--- src/rtl/arb_pkg.sv ---
package arb_pkg;
   localparam int LINES_PER_BANK = 32;
   localparam int MAX_BANKS      = 3;
   localparam int MAX_PRIO_W     = 6;
   localparam int IDX_W          = $clog2(LINES_PER_BANK * MAX_BANKS);

   // One contender travelling up the comparison tree
   typedef struct packed {
      logic                  vld;
      logic [MAX_PRIO_W-1:0] prio;
      logic [IDX_W-1:0]      idx;
   } cand_t;

   // lo covers lower line numbers than hi; hi wins ties
   function automatic cand_t pick(input cand_t lo, input cand_t hi);
      if (hi.vld && (!lo.vld || (hi.prio <= lo.prio)))
         return hi;
      return lo;
   endfunction
endpackage

--- src/rtl/arb_elig.sv ---
module arb_elig #(
   parameter int N = 96
) (
   input  logic         sel_fast,
   input  logic [N-1:0] pend,
   input  logic [N-1:0] mask,
   input  logic [N-1:0] route,
   output logic [N-1:0] elig
);
   logic [N-1:0] class_match;

   assign class_match = sel_fast ? route : ~route;
   assign elig        = pend & ~mask & class_match;
endmodule

--- src/rtl/arb_leaf.sv ---
module arb_leaf
   import arb_pkg::*;
#(
   parameter int N      = 96,
   parameter int PRIO_W = 6,
   parameter int LEAVES = 128
) (
   input  logic [N-1:0]        elig,
   input  logic [N*PRIO_W-1:0] prio_flat,
   output cand_t               leaf [LEAVES]
);
   for (genvar k = 0; k < LEAVES; k++) begin : g_leaf
      if (k < N) begin : g_real
         logic [MAX_PRIO_W-1:0] p_ext;
         if (PRIO_W == MAX_PRIO_W) begin : g_full
            assign p_ext = prio_flat[k*PRIO_W +: PRIO_W];
         end else begin : g_narrow
            assign p_ext = {{(MAX_PRIO_W-PRIO_W){1'b0}}, prio_flat[k*PRIO_W +: PRIO_W]};
         end
         assign leaf[k] = '{vld:  elig[k],
                            prio: p_ext,
                            idx:  elig[k] ? IDX_W'(k) : '0};
      end else begin : g_pad
         assign leaf[k] = '{vld: 1'b0, prio: '1, idx: '0};
      end
   end
endmodule

--- src/rtl/arb_tree.sv ---
module arb_tree
   import arb_pkg::*;
#(
   parameter int LEAVES = 128
) (
   input  cand_t leaf [LEAVES],
   output cand_t root
);
   localparam int DEPTH = $clog2(LEAVES);

   for (genvar l = 0; l <= DEPTH; l++) begin : g_lvl
      localparam int W = LEAVES >> l;
      cand_t v [W];
      if (l == 0) begin : g_base
         for (genvar j = 0; j < W; j++) begin : g_cp
            assign v[j] = leaf[j];
         end
      end else begin : g_merge
         for (genvar j = 0; j < W; j++) begin : g_cmp
            assign v[j] = pick(g_lvl[l-1].v[2*j], g_lvl[l-1].v[2*j+1]);
         end
      end
   end

   assign root = g_lvl[DEPTH].v[0];
endmodule

--- src/rtl/arb_top.sv ---
module arb_top
   import arb_pkg::*;
#(
   parameter int NUM_BANKS = 3,
   parameter int PRIO_W    = 6
) (
   input  logic                                      clk,
   input  logic                                      rst_n,
   input  logic                                      capture,
   input  logic                                      sel_fast,
   input  logic [NUM_BANKS*LINES_PER_BANK-1:0]        pend,
   input  logic [NUM_BANKS*LINES_PER_BANK-1:0]        mask,
   input  logic [NUM_BANKS*LINES_PER_BANK-1:0]        route,
   input  logic [NUM_BANKS*LINES_PER_BANK*PRIO_W-1:0] prio_flat,
   output logic [IDX_W-1:0]                           win_idx,
   output logic                                       win_any
);
   localparam int N      = NUM_BANKS * LINES_PER_BANK;
   localparam int LEAVES = 1 << $clog2(N);

   if (NUM_BANKS < 1 || NUM_BANKS > MAX_BANKS) begin : g_bad_banks
      $error("arb_top: NUM_BANKS must lie in 1..3");
   end
   if (PRIO_W != 5 && PRIO_W != 6) begin : g_bad_prio
      $error("arb_top: PRIO_W must be 5 or 6");
   end

   logic [N-1:0] elig;
   cand_t        leaf [LEAVES];
   cand_t        root;

   arb_elig #(.N(N)) u_elig (
      .sel_fast (sel_fast),
      .pend     (pend),
      .mask     (mask),
      .route    (route),
      .elig     (elig)
   );

   arb_leaf #(.N(N), .PRIO_W(PRIO_W), .LEAVES(LEAVES)) u_leaf (
      .elig      (elig),
      .prio_flat (prio_flat),
      .leaf      (leaf)
   );

   arb_tree #(.LEAVES(LEAVES)) u_tree (
      .leaf (leaf),
      .root (root)
   );

   always_ff @(posedge clk or negedge rst_n) begin
      if (!rst_n) begin
         win_idx <= '0;
         win_any <= 1'b0;
      end else if (capture) begin
         win_idx <= root.vld ? root.idx : '0;
         win_any <= root.vld;
      end
   end
endmodule

--- config.mk ---
export PLATFORM = sky130hd
export DESIGN_NAME = arb_top
export DESIGN_NICKNAME = d
export VERILOG_FILES = /design/src/rtl/arb_pkg.sv /design/src/rtl/arb_elig.sv /design/src/rtl/arb_leaf.sv /design/src/rtl/arb_tree.sv /design/src/rtl/arb_top.sv
export SDC_FILE = /design/constraint.sdc
export NUM_CORES = 1
export LEC_CHECK = 0
export ABC_CLOCK_PERIOD_IN_PS = 800
export BUFFER_PORTS_ARGS = -buffer_cell sky130_fd_sc_hd__buf_2
export CORE_AREA = 4 4 343 345
export DETAILED_ROUTE_END_ITERATION = 8
export DIE_AREA = 0 0 347 349
export GPL_TIMING_DRIVEN = 1
export MAX_ROUTING_LAYER = met4
export SLEW_MARGIN = 40
export SYNTH_ARGS = -nofsm -noshare
export SYNTH_HDL_FRONTEND = slang
export SYNTH_SLANG_ARGS = --single-unit
export TNS_END_PERCENT = 10
--- constraint.sdc ---
create_clock -name clk -period 0.8 [get_ports clk]
set_input_delay 0.04 -clock clk [delete_from_list [all_inputs] [get_ports clk]]
set_output_delay 0.04 -clock clk [all_outputs]
set_load 0.05 [all_outputs]
==> impl_metrics.py, run 1 <==
metrics = {
    "run_status": {
        "status": "complete, but fails checks",
        "violations": "negative setup slack",
    },
    "final_layout": {
        "final_util": 0.401,
        "layout-drive-gt1-share": 0.489,
        "syn_to_final_growth_pct": 75.7,
        "nets": 7250,
        "fill_cells": 11778,
        "final_cell_area_sq_mm": 0.0458,
    },
    "timing": {
        "clock.fmax_ghz": 0.0897,
        "timing.final.ws_setup_ns": -10.35,
        "tightest_slew_ns": 0.908,
        "rsz0062_at_grt": "yes",
        "hold_viol_final": 0,
        "post-route-period-util": 13.9,
        "relSlewSlack": 0.379,
        "slew_viol_final": 0,
        "skew_ns": 0,
        "timing.hold.ws_ns": 0.0634,
        "min_period_ns": 11.15,
        "setup_viol": 16,
    },
    "floorplan": {
        "dieWidth_microns": 347,
        "start_util": 0.228,
        "die_height_microns": 349,
        "core_sq_mm": 0.114,
        "dieArea_sq_mm": 0.121,
        "ios": 876,
        "rows": 124,
    },
    "cts": {
        "tritoncts": "yes",
        "cts.sinks": 8,
        "cts_root_buf": "clkbuf_16",
        "cts_inserted_buffers": 3,
        "clk_path_buf_depth": 2,
        "htreeDepth": 1,
        "insertion_delay_ns": 0.23,
        "path_clk_slew_ns": 0.04,
    },
    "min_path": {
        "holdCritPathClass": "in -> reg",
        "hold_path_depth": 2,
        "whs_endpoint": "win_any",
        "hp-start": "capture",
    },
    "power_and_ir_drop": {
        "p_int_w": 0.0361,
        "totalPowerFinal_w": 0.0682,
        "comb_power_share": 0.976,
        "pwr_density_cell_mw_per_mm2": 1490,
        "clkPwrFrac": 0.012,
        "ir_worst_vdd_mv": 1.95,
        "switching_share": 0.471,
        "power.sequential.fraction": 0.011,
        "leakage_nw": 24.9,
        "p_sw_w": 0.0321,
    },
    "synth": {
        "ys_ff_latch": 8,
        "ys.flop_type": "dfrtp_1",
        "post_synth.cell_area_avg_sq_um": 7.56,
        "async_flop_share": 1.00,
        "synth_cells": 3450,
        "yosysWarnings": 0,
        "synth_area_sq_mm": 0.0261,
        "ys_types": 104,
        "synth_nets": 4888,
        "synth-edff-count": 0,
        "ys_seq_area_frac": 0.00767,
    },
    "critical_path": {
        "end_kind": "register",
        "crit_required_ns": 0.94,
        "r2r_end": "win_idx[0]",
        "worst_ep_arrival_time_ns": 11.29,
        "crit_slowest_cell": "mux2_2",
        "worstPathMaxFanout": 7,
        "reg2reg_depth": 2,
        "critPathLaunchType": "input port",
        "r2r_slack_ns": -0.16,
        "critical_path_class": "in -> reg",
        "reg2reg_from": "win_idx[0]",
        "cpPeakStageDelay_ns": 0.41,
        "path_common_cell": "ha_1",
    },
    "global_route": {
        "grt_pass1_vias": 35563,
        "grt_antenna_before_repair": 43,
        "track_usage": 0.216,
        "grt_pass1_wl_mm": 201,
        "grt_max_degree": 23,
        "grt-ovfl-total": 0,
    },
    "place": {
        "hpwl_mm": 126,
        "dpl_cell_area_sq_mm": 0.0436,
        "port_buffers": 875,
        "place.gp.congestion": 0.979,
    },
    "drt": {
        "drtAntennaViolNets": 0,
        "post_drt_wl_per_cell_microns": 18.6,
        "vias": 34895,
        "drc": 0,
        "dr.pass1.iters": 5,
        "dr.first_iter.drc_count": 1704,
        "via_per_inst": 4.75,
        "drt-total-wl_mm": 137,
    },
    "job": {
        "max_cap_violations": 0,
    },
}
[area by class of cell]
class,instances,area (sq um),share of cell area
clock buffer,3,75.1,0.00164
timing repair buffer,2418,16300,0.355
sequential,8,200,0.00437
multi-input combinational,2754,25000,0.545
tap,1512,1890,0.0413
inverter,627,2360,0.0515
antenna,29,72.6,0.00158
[power groups by stage]
stage	Sequential (W)	Combinational (W)	Clock, W
3_5_place_dp	0.000737	0.0600	0
4_1_cts	0.000780	0.0644	0.000866
5_1_grt	0.000792	0.0721	0.000891
6_report	0.000778	0.0666	0.000851
2_1_floorplan	0.00129	0.0308	0
3_3_place_gp	0.000734	0.0591	0
[layer usage]
metal	track usage	vias up	share of wire
met5	-	-	0
met3	0.0230	157	0.042
met4	0.0410	0	0.023
met1	0.254	16450	0.42
li1	-	17448	-
met2	0.400	840	0.51
[cells in the mapped netlist (31+ instances only)]
| cell type | n | area share |
|---|---|---|
| xnor2_1 | 49 | 0.016 |
| xor2_1 | 42 | 0.014 |
| and4_1 | 35 | 0.012 |
| a21o_1 | 78 | 0.022 |
| and2_1 | 54 | 0.013 |
| o21ai_0 | 92 | 0.018 |
| ha_1 | 570 | 0.27 |
| nand3_1 | 116 | 0.022 |
| nor2b_1 | 79 | 0.019 |
| nor2_1 | 115 | 0.017 |
| a21oi_1 | 204 | 0.039 |
| nand2b_1 | 65 | 0.016 |
| a211oi_1 | 36 | 0.010 |
| inv_1 | 624 | 0.090 |
| o21a_1 | 87 | 0.025 |
| mux2i_1 | 301 | 0.12 |
| and3_1 | 31 | 0.0074 |
| nand4_1 | 61 | 0.015 |
| o211ai_1 | 102 | 0.029 |
| mux2_2 | 75 | 0.032 |
| nand2_1 | 129 | 0.019 |
[registers in the layout, indices dropped and copies added, names as in the netlist]
name,cells
win_any,1
win_idx,7
[critical path, delay by kind of cell]
family,cells,cell delay [ns]
buffers and inverters,11,1.60
muxes,5,1.40
AOI/OAI and AO/OA,24,4.72
and+or+nand+nor,11,1.73
adders and majority gates,6,1.51
xor gates and xnor gates,1,0.26
[repair_timing]
action                                  CTS  global route
endpoints found under the setup margin   16            16
endpoints found under the hold margin     8             0
pin swaps                                64            80
buffers inserted                         44            36
hold buffers                              1             0
gates cloned                              1             0
resized for setup                       138           163
[stage by stage]
| step | TNS [ns] | setup slack (ns) | instances |
|---|---|---|---|
| 5_1_grt | -79.25 | -10.96 | 7343 |
| 6_report | -74.64 | -10.35 | 7351 |
| 3_3_place_gp | -79.93 | -11.16 | 7237 |
| 4_1_cts | -74.22 | -10.28 | 7286 |
| 2_1_floorplan | -69.58 | -9.86 | 3450 |
| 3_5_place_dp | -79.87 | -11.17 | 7237 |
[worst max-delay path by stage]
stage	to	from	slack (ns)	depth (start not counted)
2_1_floorplan	win_idx[1]	prio_flat[88]	-9.86	61
6_report	win_idx[2]	sel_fast	-10.35	58
5_1_grt	win_idx[2]	sel_fast	-10.96	60
4_1_cts	win_idx[2]	prio_flat[89]	-10.28	62
3_3_place_gp	win_idx[0]	prio_flat[27]	-11.16	60
3_5_place_dp	win_idx[2]	prio_flat[27]	-11.17	60
[placed cells by master, fill, tap and decap left out, drive strengths merged, types with 13 or more instances in the layout]
cell | Yosys | layout
o2bb2ai | 16 | 16
diode | 0 | 29
inv | 625 | 625
nor2 | 123 | 123
o31ai | 17 | 17
a21oi | 206 | 206
and4 | 35 | 35
o311ai | 27 | 27
and3 | 31 | 31
buf | 35 | 2416
o21bai | 14 | 14
a21boi | 32 | 32
nand2b | 65 | 65
a32oi | 16 | 16
a221oi | 16 | 16
or2 | 13 | 13
a2111oi | 18 | 18
o21ai | 96 | 96
nand2 | 129 | 129
nor2b | 79 | 79
a21o | 78 | 78
o21a | 87 | 87
ha | 570 | 570
xnor2 | 50 | 50
nor3 | 22 | 22
a31oi | 20 | 20
a211oi | 38 | 38
nand3 | 116 | 116
mux2 | 78 | 78
xor2 | 46 | 46
o211ai | 102 | 102
and2 | 57 | 57
mux2i | 302 | 302
o32ai | 13 | 13
nand4 | 61 | 61
[kinds of logic (layout without fill, tap and decap cells)]
kind of cell | Yosys count | count (layout) | synth area share
fa+ha+maj | 570 | 570 | 0.273
xor+xnor | 96 | 96 | 0.0337
other cells | 0 | 29 | 0
flops | 8 | 8 | 0.00767
mux | 380 | 380 | 0.150
simple gates | 766 | 766 | 0.163
buf+inv | 688 | 3048 | 0.105
compound gates | 942 | 942 | 0.267
Note: power is estimated with default switching activity, not from simulation.
==> inputs of run 2 (changes only) <==
Settings changed: ABC_CLOCK_PERIOD_IN_PS 800 to not set, CAP_MARGIN set to 20, GPL_TIMING_DRIVEN 1 to 0.
==> run 2 against run 1 <==
Compared with the run above:
- first-iteration DRC count up 14%
- clock skew unchanged
- flip-flop and latch count unchanged
- maximum frequency down 5.0%
- via count down 12%
- the run still ends with negative setup slack left
- sequential power down 5.1%
- cell count down 17%
- combinational power down 11%
- largest power group unchanged
==> impl_metrics.py, run 2 (same netlist as run 1, synthesis figures left out) <==
metrics = {
    "timing": {
        "setup_viol": 16,
        "timing.final.ws_setup_ns": -10.94,
        "rsz0062_at_grt": "yes",
        "relSlewSlack": 0.305,
        "slew_viol_final": 0,
        "post-route-period-util": 14.7,
        "clock.fmax_ghz": 0.0852,
        "hold_viol_final": 0,
        "min_period_ns": 11.74,
        "tightest_slew_ns": 1.04,
        "skew_ns": 0,
    },
    "final_layout": {
        "final_common_cell": "buf_2",
        "nets": 5964,
        "layout-drive-gt1-share": 0.365,
        "final_cell_mix": "869 x buf_2, 605 x inv_1, 539 x ha_1",
        "syn_to_final_growth_pct": 44.2,
        "multi_input_area_sq_mm": 0.0261,
        "largest_register_ffs": 7,
        "final_util": 0.329,
        "fin_cells": 6070,
        "fill_cells": 12153,
        "regMostFlops": "win_idx",
        "reg.largest.list": "win_idx (7), win_any (1)",
        "seqCellArea_sq_um": 200,
    },
    "cts": {
        "path_clk_slew_ns": 0.04,
        "cts_root_buf": "clkbuf_16",
        "cts_inserted_buffers": 3,
        "clk_path_buf_depth": 2,
        "insertion_delay_ns": 0.23,
        "cts.sinks": 8,
        "tritoncts": "yes",
        "htreeDepth": 1,
    },
    "drt": {
        "vias": 30557,
        "via_per_inst": 5.03,
        "drtAntennaViolNets": 0,
        "drc": 0,
        "dr.first_iter.drc_count": 1948,
        "drt-total-wl_mm": 133,
        "post_drt_wl_per_cell_microns": 21.9,
        "dr.pass1.iters": 5,
    },
    "min_path": {
        "holdCritPathClass": "in -> reg",
    },
    "critical_path": {
        "worst_ep_arrival_time_ns": 11.85,
        "crit_required_ns": 0.91,
        "crit_slowest_cell": "a2111o_1",
        "critical_path_class": "in -> reg",
        "cpPeakStageDelay_ns": 0.54,
        "path_common_cell": "o21a_1",
        "end_kind": "register",
        "worstPathMaxFanout": 10,
        "critPathLaunchType": "input port",
    },
    "global_route": {
        "track_usage": 0.210,
        "grt_max_degree": 11,
        "grt-ovfl-total": 0,
        "grt_pass1_vias": 30149,
        "grt_antenna_before_repair": 44,
        "grt_pass1_wl_mm": 188,
    },
    "job": {
        "max_cap_violations": 0,
    },
    "power_and_ir_drop": {
        "ir_worst_vdd_mv": 1.88,
        "leakage_nw": 19.0,
        "totalPowerFinal_w": 0.0606,
        "pwr_density_cell_mw_per_mm2": 1610,
    },
    "floorplan": {
        "dieWidth_microns": 347,
        "die_height_microns": 349,
        "core_sq_mm": 0.114,
        "start_util": 0.228,
        "dieArea_sq_mm": 0.121,
        "ios": 876,
        "rows": 124,
    },
    "run_status": {
        "violations": "negative setup slack",
        "status": "complete, but fails checks",
    },
    "place": {
        "hpwl_mm": 117,
        "placed_cells": 5836,
        "place.gp.congestion": 0.971,
        "port_buffers": 874,
    },
}
[run 2: cell types whose count changed in the layout (fill, tap and decap cells not counted), sizes merged]
| cell | delta |
|---|---|
| clkbuf | +18 |
| buf | -1304 |
| diode | +5 |
[run 2: repair_timing]
action | 4_1_cts | 5_1_grt
setup endpoints to repair | 16 | 16
pin swaps | 115 | 101
endpoints found under the hold margin | 8 | 0
cloned | 5 | 0
setup buffers | 153 | 40
gates resized for setup | 364 | 172
hold buffers | 1 | 0
[run 2: final cells by class]
class                      count  share of cell area
timing repair buffer        1073               0.163
antenna                       34             0.00226
inverter                     627              0.0629
buffer                        59              0.0198
clock buffer                   3             0.00200
tap                         1512              0.0503
sequential                     8             0.00532
multi-input combinational   2754               0.694
[run 2: where the power goes]
| part | switching [W] | internal, W | total, W |
|---|---|---|---|
| Sequential | 0.000123 | 0.000614 | 0.000738 |
| Combinational | 0.0329 | 0.0261 | 0.0590 |
| Clock | 0.000190 | 0.000644 | 0.000834 |
| Total | 0.0332 | 0.0274 | 0.0606 |
[run 2: worst paths after layout]
| kind | start | end | slack (ns) | cells past startpoint |
|---|---|---|---|---|
| min in group asynchronous | rst_n | win_any | 0.23 | 2 |
| max reg2reg | win_idx[0] | win_idx[0] | -0.15 | 2 |
| min | capture | win_idx[2] | 0.11 | 2 |
| max | sel_fast | win_idx[0] | -10.94 | 60 |
| max in group asynchronous | rst_n | win_idx[6] | 0.40 | 2 |
| min reg2reg | win_idx[4] | win_idx[4] | 0.52 | 1 |
[run 2: per-layer routing]
metal | vias up | share of wire | global-route usage
met5 | - | 0 | -
met1 | 14519 | 0.42 | 0.252
met3 | 162 | 0.053 | 0.0247
met4 | 0 | 0.034 | 0.0566
li1 | 14870 | - | -
met2 | 1006 | 0.49 | 0.371
[run 2: critical path: cells and delay by family]
family	cells	cell delay, ns
and+or+nand+nor	8	1.01
AOI/OAI and AO/OA	32	6.67
adders and majority gates	6	1.67
buffers and inverters	12	1.66
xor gates and xnor gates	1	0.26
muxes	1	0.48
[run 2: stage by stage]
step | hold slack (ns) | instance area [sq um] | setup slack [ns] | TNS (ns)
detailed placement | -0.106 | 33000 | -13.35 | -93.84
finish | 0.114 | 37600 | -10.94 | -78.23
CTS | 0.108 | 36300 | -10.97 | -78.29
global route | 0.132 | 37600 | -11.39 | -81.54
floorplan | -0.256 | 26700 | -9.86 | -69.58
global placement | -0.112 | 33000 | -13.28 | -93.32
==> inputs of run 3 (changes only) <==
Settings changed: CORE_AREA 4 4 343 345 to not set, CORE_MARGIN set to 4, CORE_UTILIZATION set to 29, DIE_AREA 0 0 347 349 to not set, RECOVER_POWER set to 50, REMOVE_ABC_BUFFERS set to 1, SYNTH_HIERARCHICAL set to 1.
==> run 3 against run 2 <==
Compared with the run above:
- the flow still finishes with violations (negative setup slack)
- clock skew is the same
- worst hold slack gained 0.060 ns
- area after synthesis grew 110%
- non-clock buffer count grew 199
- die area grew 61%
- critical path depth grew 1
- final area grew 60%
- critical path type unchanged
- maximum frequency shrank 1.0%
- via count grew 57%
- sequential power grew 6.6%
- clock power is essentially flat
==> impl_metrics.py, run 3 <==
metrics = {
    "run_status": {
        "status": "complete, but fails checks",
        "violations": "negative setup slack",
    },
    "critical_path": {
        "critPathLaunchType": "input port",
        "cpPeakStageDelay_ns": 0.53,
        "critical_path_class": "in -> reg",
        "crit_required_ns": 0.90,
        "crit_slowest_cell": "or4_4",
        "worst_ep_arrival_time_ns": 11.96,
        "worstPathMaxFanout": 11,
        "end_kind": "register",
    },
    "timing": {
        "min_period_ns": 11.86,
        "slew_viol_final": 0,
        "hold_viol_final": 0,
        "setup_viol": 16,
        "post-route-period-util": 14.8,
        "clock.fmax_ghz": 0.0843,
        "relSlewSlack": 0.412,
        "rsz0062_at_grt": "yes",
        "tns_ns": -80.95,
        "timing.final.ws_setup_ns": -11.06,
        "skew_ns": 0,
        "tightest_slew_ns": 0.874,
        "timing.hold.ws_ns": 0.174,
    },
    "floorplan": {
        "dieWidth_microns": 442,
        "dieArea_sq_mm": 0.195,
        "core_sq_mm": 0.186,
        "start_util": 0.293,
        "die_height_microns": 442,
        "ios": 876,
        "rows": 158,
    },
    "place": {
        "port_buffers": 875,
        "pre_cts_slack_ns": -16.19,
        "hpwl_mm": 174,
        "place.gp.congestion": 1.02,
    },
    "final_layout": {
        "regMostFlops": "win_idx",
        "nets": 8882,
        "syn_to_final_growth_pct": 10.5,
        "largest_register_ffs": 7,
        "final_cell_mix": "868 x buf_2, 816 x conb_1, 768 x inv_1",
        "final_common_cell": "buf_2",
        "reg.largest.list": "win_idx (7), win_any (1)",
        "layout-drive-gt1-share": 0.301,
        "final_util": 0.324,
    },
    "cts": {
        "cts.sinks": 8,
        "clk_path_buf_depth": 2,
        "path_clk_slew_ns": 0.04,
        "htreeDepth": 1,
        "cts_inserted_buffers": 3,
        "cts_root_buf": "clkbuf_16",
        "insertion_delay_ns": 0.23,
        "tritoncts": "yes",
    },
    "drt": {
        "post_drt_wl_per_cell_microns": 21.2,
        "drtAntennaViolNets": 0,
        "dr.pass1.iters": 6,
        "via_per_inst": 4.90,
        "vias": 47992,
        "dr.first_iter.drc_count": 2954,
        "drt-total-wl_mm": 208,
        "drc": 0,
    },
    "synth": {
        "post_synth.cell_area_avg_sq_um": 7.70,
        "synth_cells": 7081,
        "yosysWarnings": 6,
        "synth_area_sq_mm": 0.0545,
    },
    "global_route": {
        "grt_antenna_before_repair": 60,
        "grt_pass1_wl_mm": 297,
        "grt_max_degree": 23,
        "grt-ovfl-total": 0,
        "grt_pass1_vias": 46849,
        "track_usage": 0.203,
    },
    "power_and_ir_drop": {
        "ir_worst_vdd_mv": 3.34,
        "leakage_nw": 28.7,
        "pwr_density_cell_mw_per_mm2": 2020,
    },
    "job": {
        "max_cap_violations": 0,
    },
    "min_path": {
        "holdCritPathClass": "in -> reg",
    },
}
## run 3: per-layer routing
| metal | wire (microns) | part of all wire | track usage | vias to the layer above |
|---|---|---|---|---|
| li1 | - | - | - | 22956 |
| met4 | 11300 | 0.054 | 0.0882 | 0 |
| met3 | 11300 | 0.054 | 0.0232 | 338 |
| met2 | 97400 | 0.47 | 0.338 | 1626 |
| met5 | 0 | 0 | - | - |
| met1 | 87800 | 0.42 | 0.248 | 23072 |
## run 3: power by group
group,internal (W),switching [W]
Clock,0.000643,0.000188
Sequential,0.000603,0.000183
Combinational,0.0505,0.0695
Total,0.0518,0.0699
## run 3: cell type report
type                            instances  area [sq um]
Antenna cell                           58           145
Clock buffer                            3          75.1
Fill cell                           19513        126000
Inverter                              778          2920
Multi-Input combinational cell       5130         45100
Sequential cell                         8           200
Tap cell                             2480          3100
Timing Repair Buffer                 1331          8720
## run 3: metrics by stage
stage | cells | total power, W | instance area (sq um)
finish | 9788 | 0.122 | 60300
global route | 9783 | 0.129 | 60300
CTS | 9641 | 0.107 | 58300
detailed placement | 9298 | 0.0766 | 51700
global placement | 9263 | 0.0738 | 50500
floorplan | 5908 | 0.0593 | 43100
## run 3: worst paths after layout
check                           start    endpoint  slack (ns)  depth (start not counted)
setup / recovery             sel_fast  win_idx[1]      -11.06                         61
max in group asynchronous       rst_n  win_idx[4]        0.21                          2
min in group asynchronous       rst_n  win_idx[0]        0.29                          2
hold / removal                capture  win_idx[4]        0.17                          2
hold reg to reg            win_idx[4]  win_idx[4]        0.56                          2
setup reg to reg              win_any     win_any        0.01                          1
## run 3: critical path: cells and delay by family
kind / cells / cell delay [ns]
compound gates: 26 / 4.88
simple gates: 12 / 2.50
xor+xnor: 1 / 0.21
buf+inv: 12 / 1.68
mux: 4 / 1.16
fa+ha+maj: 6 / 1.44
## run 3: what timing repair did
action                                  in CTS  in global routing
hold endpoints to repair                     8                  0
cloned                                      15                  3
pin swaps                                  214                118
setup buffers                              325                 86
hold buffers                                 1                  0
resized for setup                          642                178
endpoints found under the setup margin      16                 16
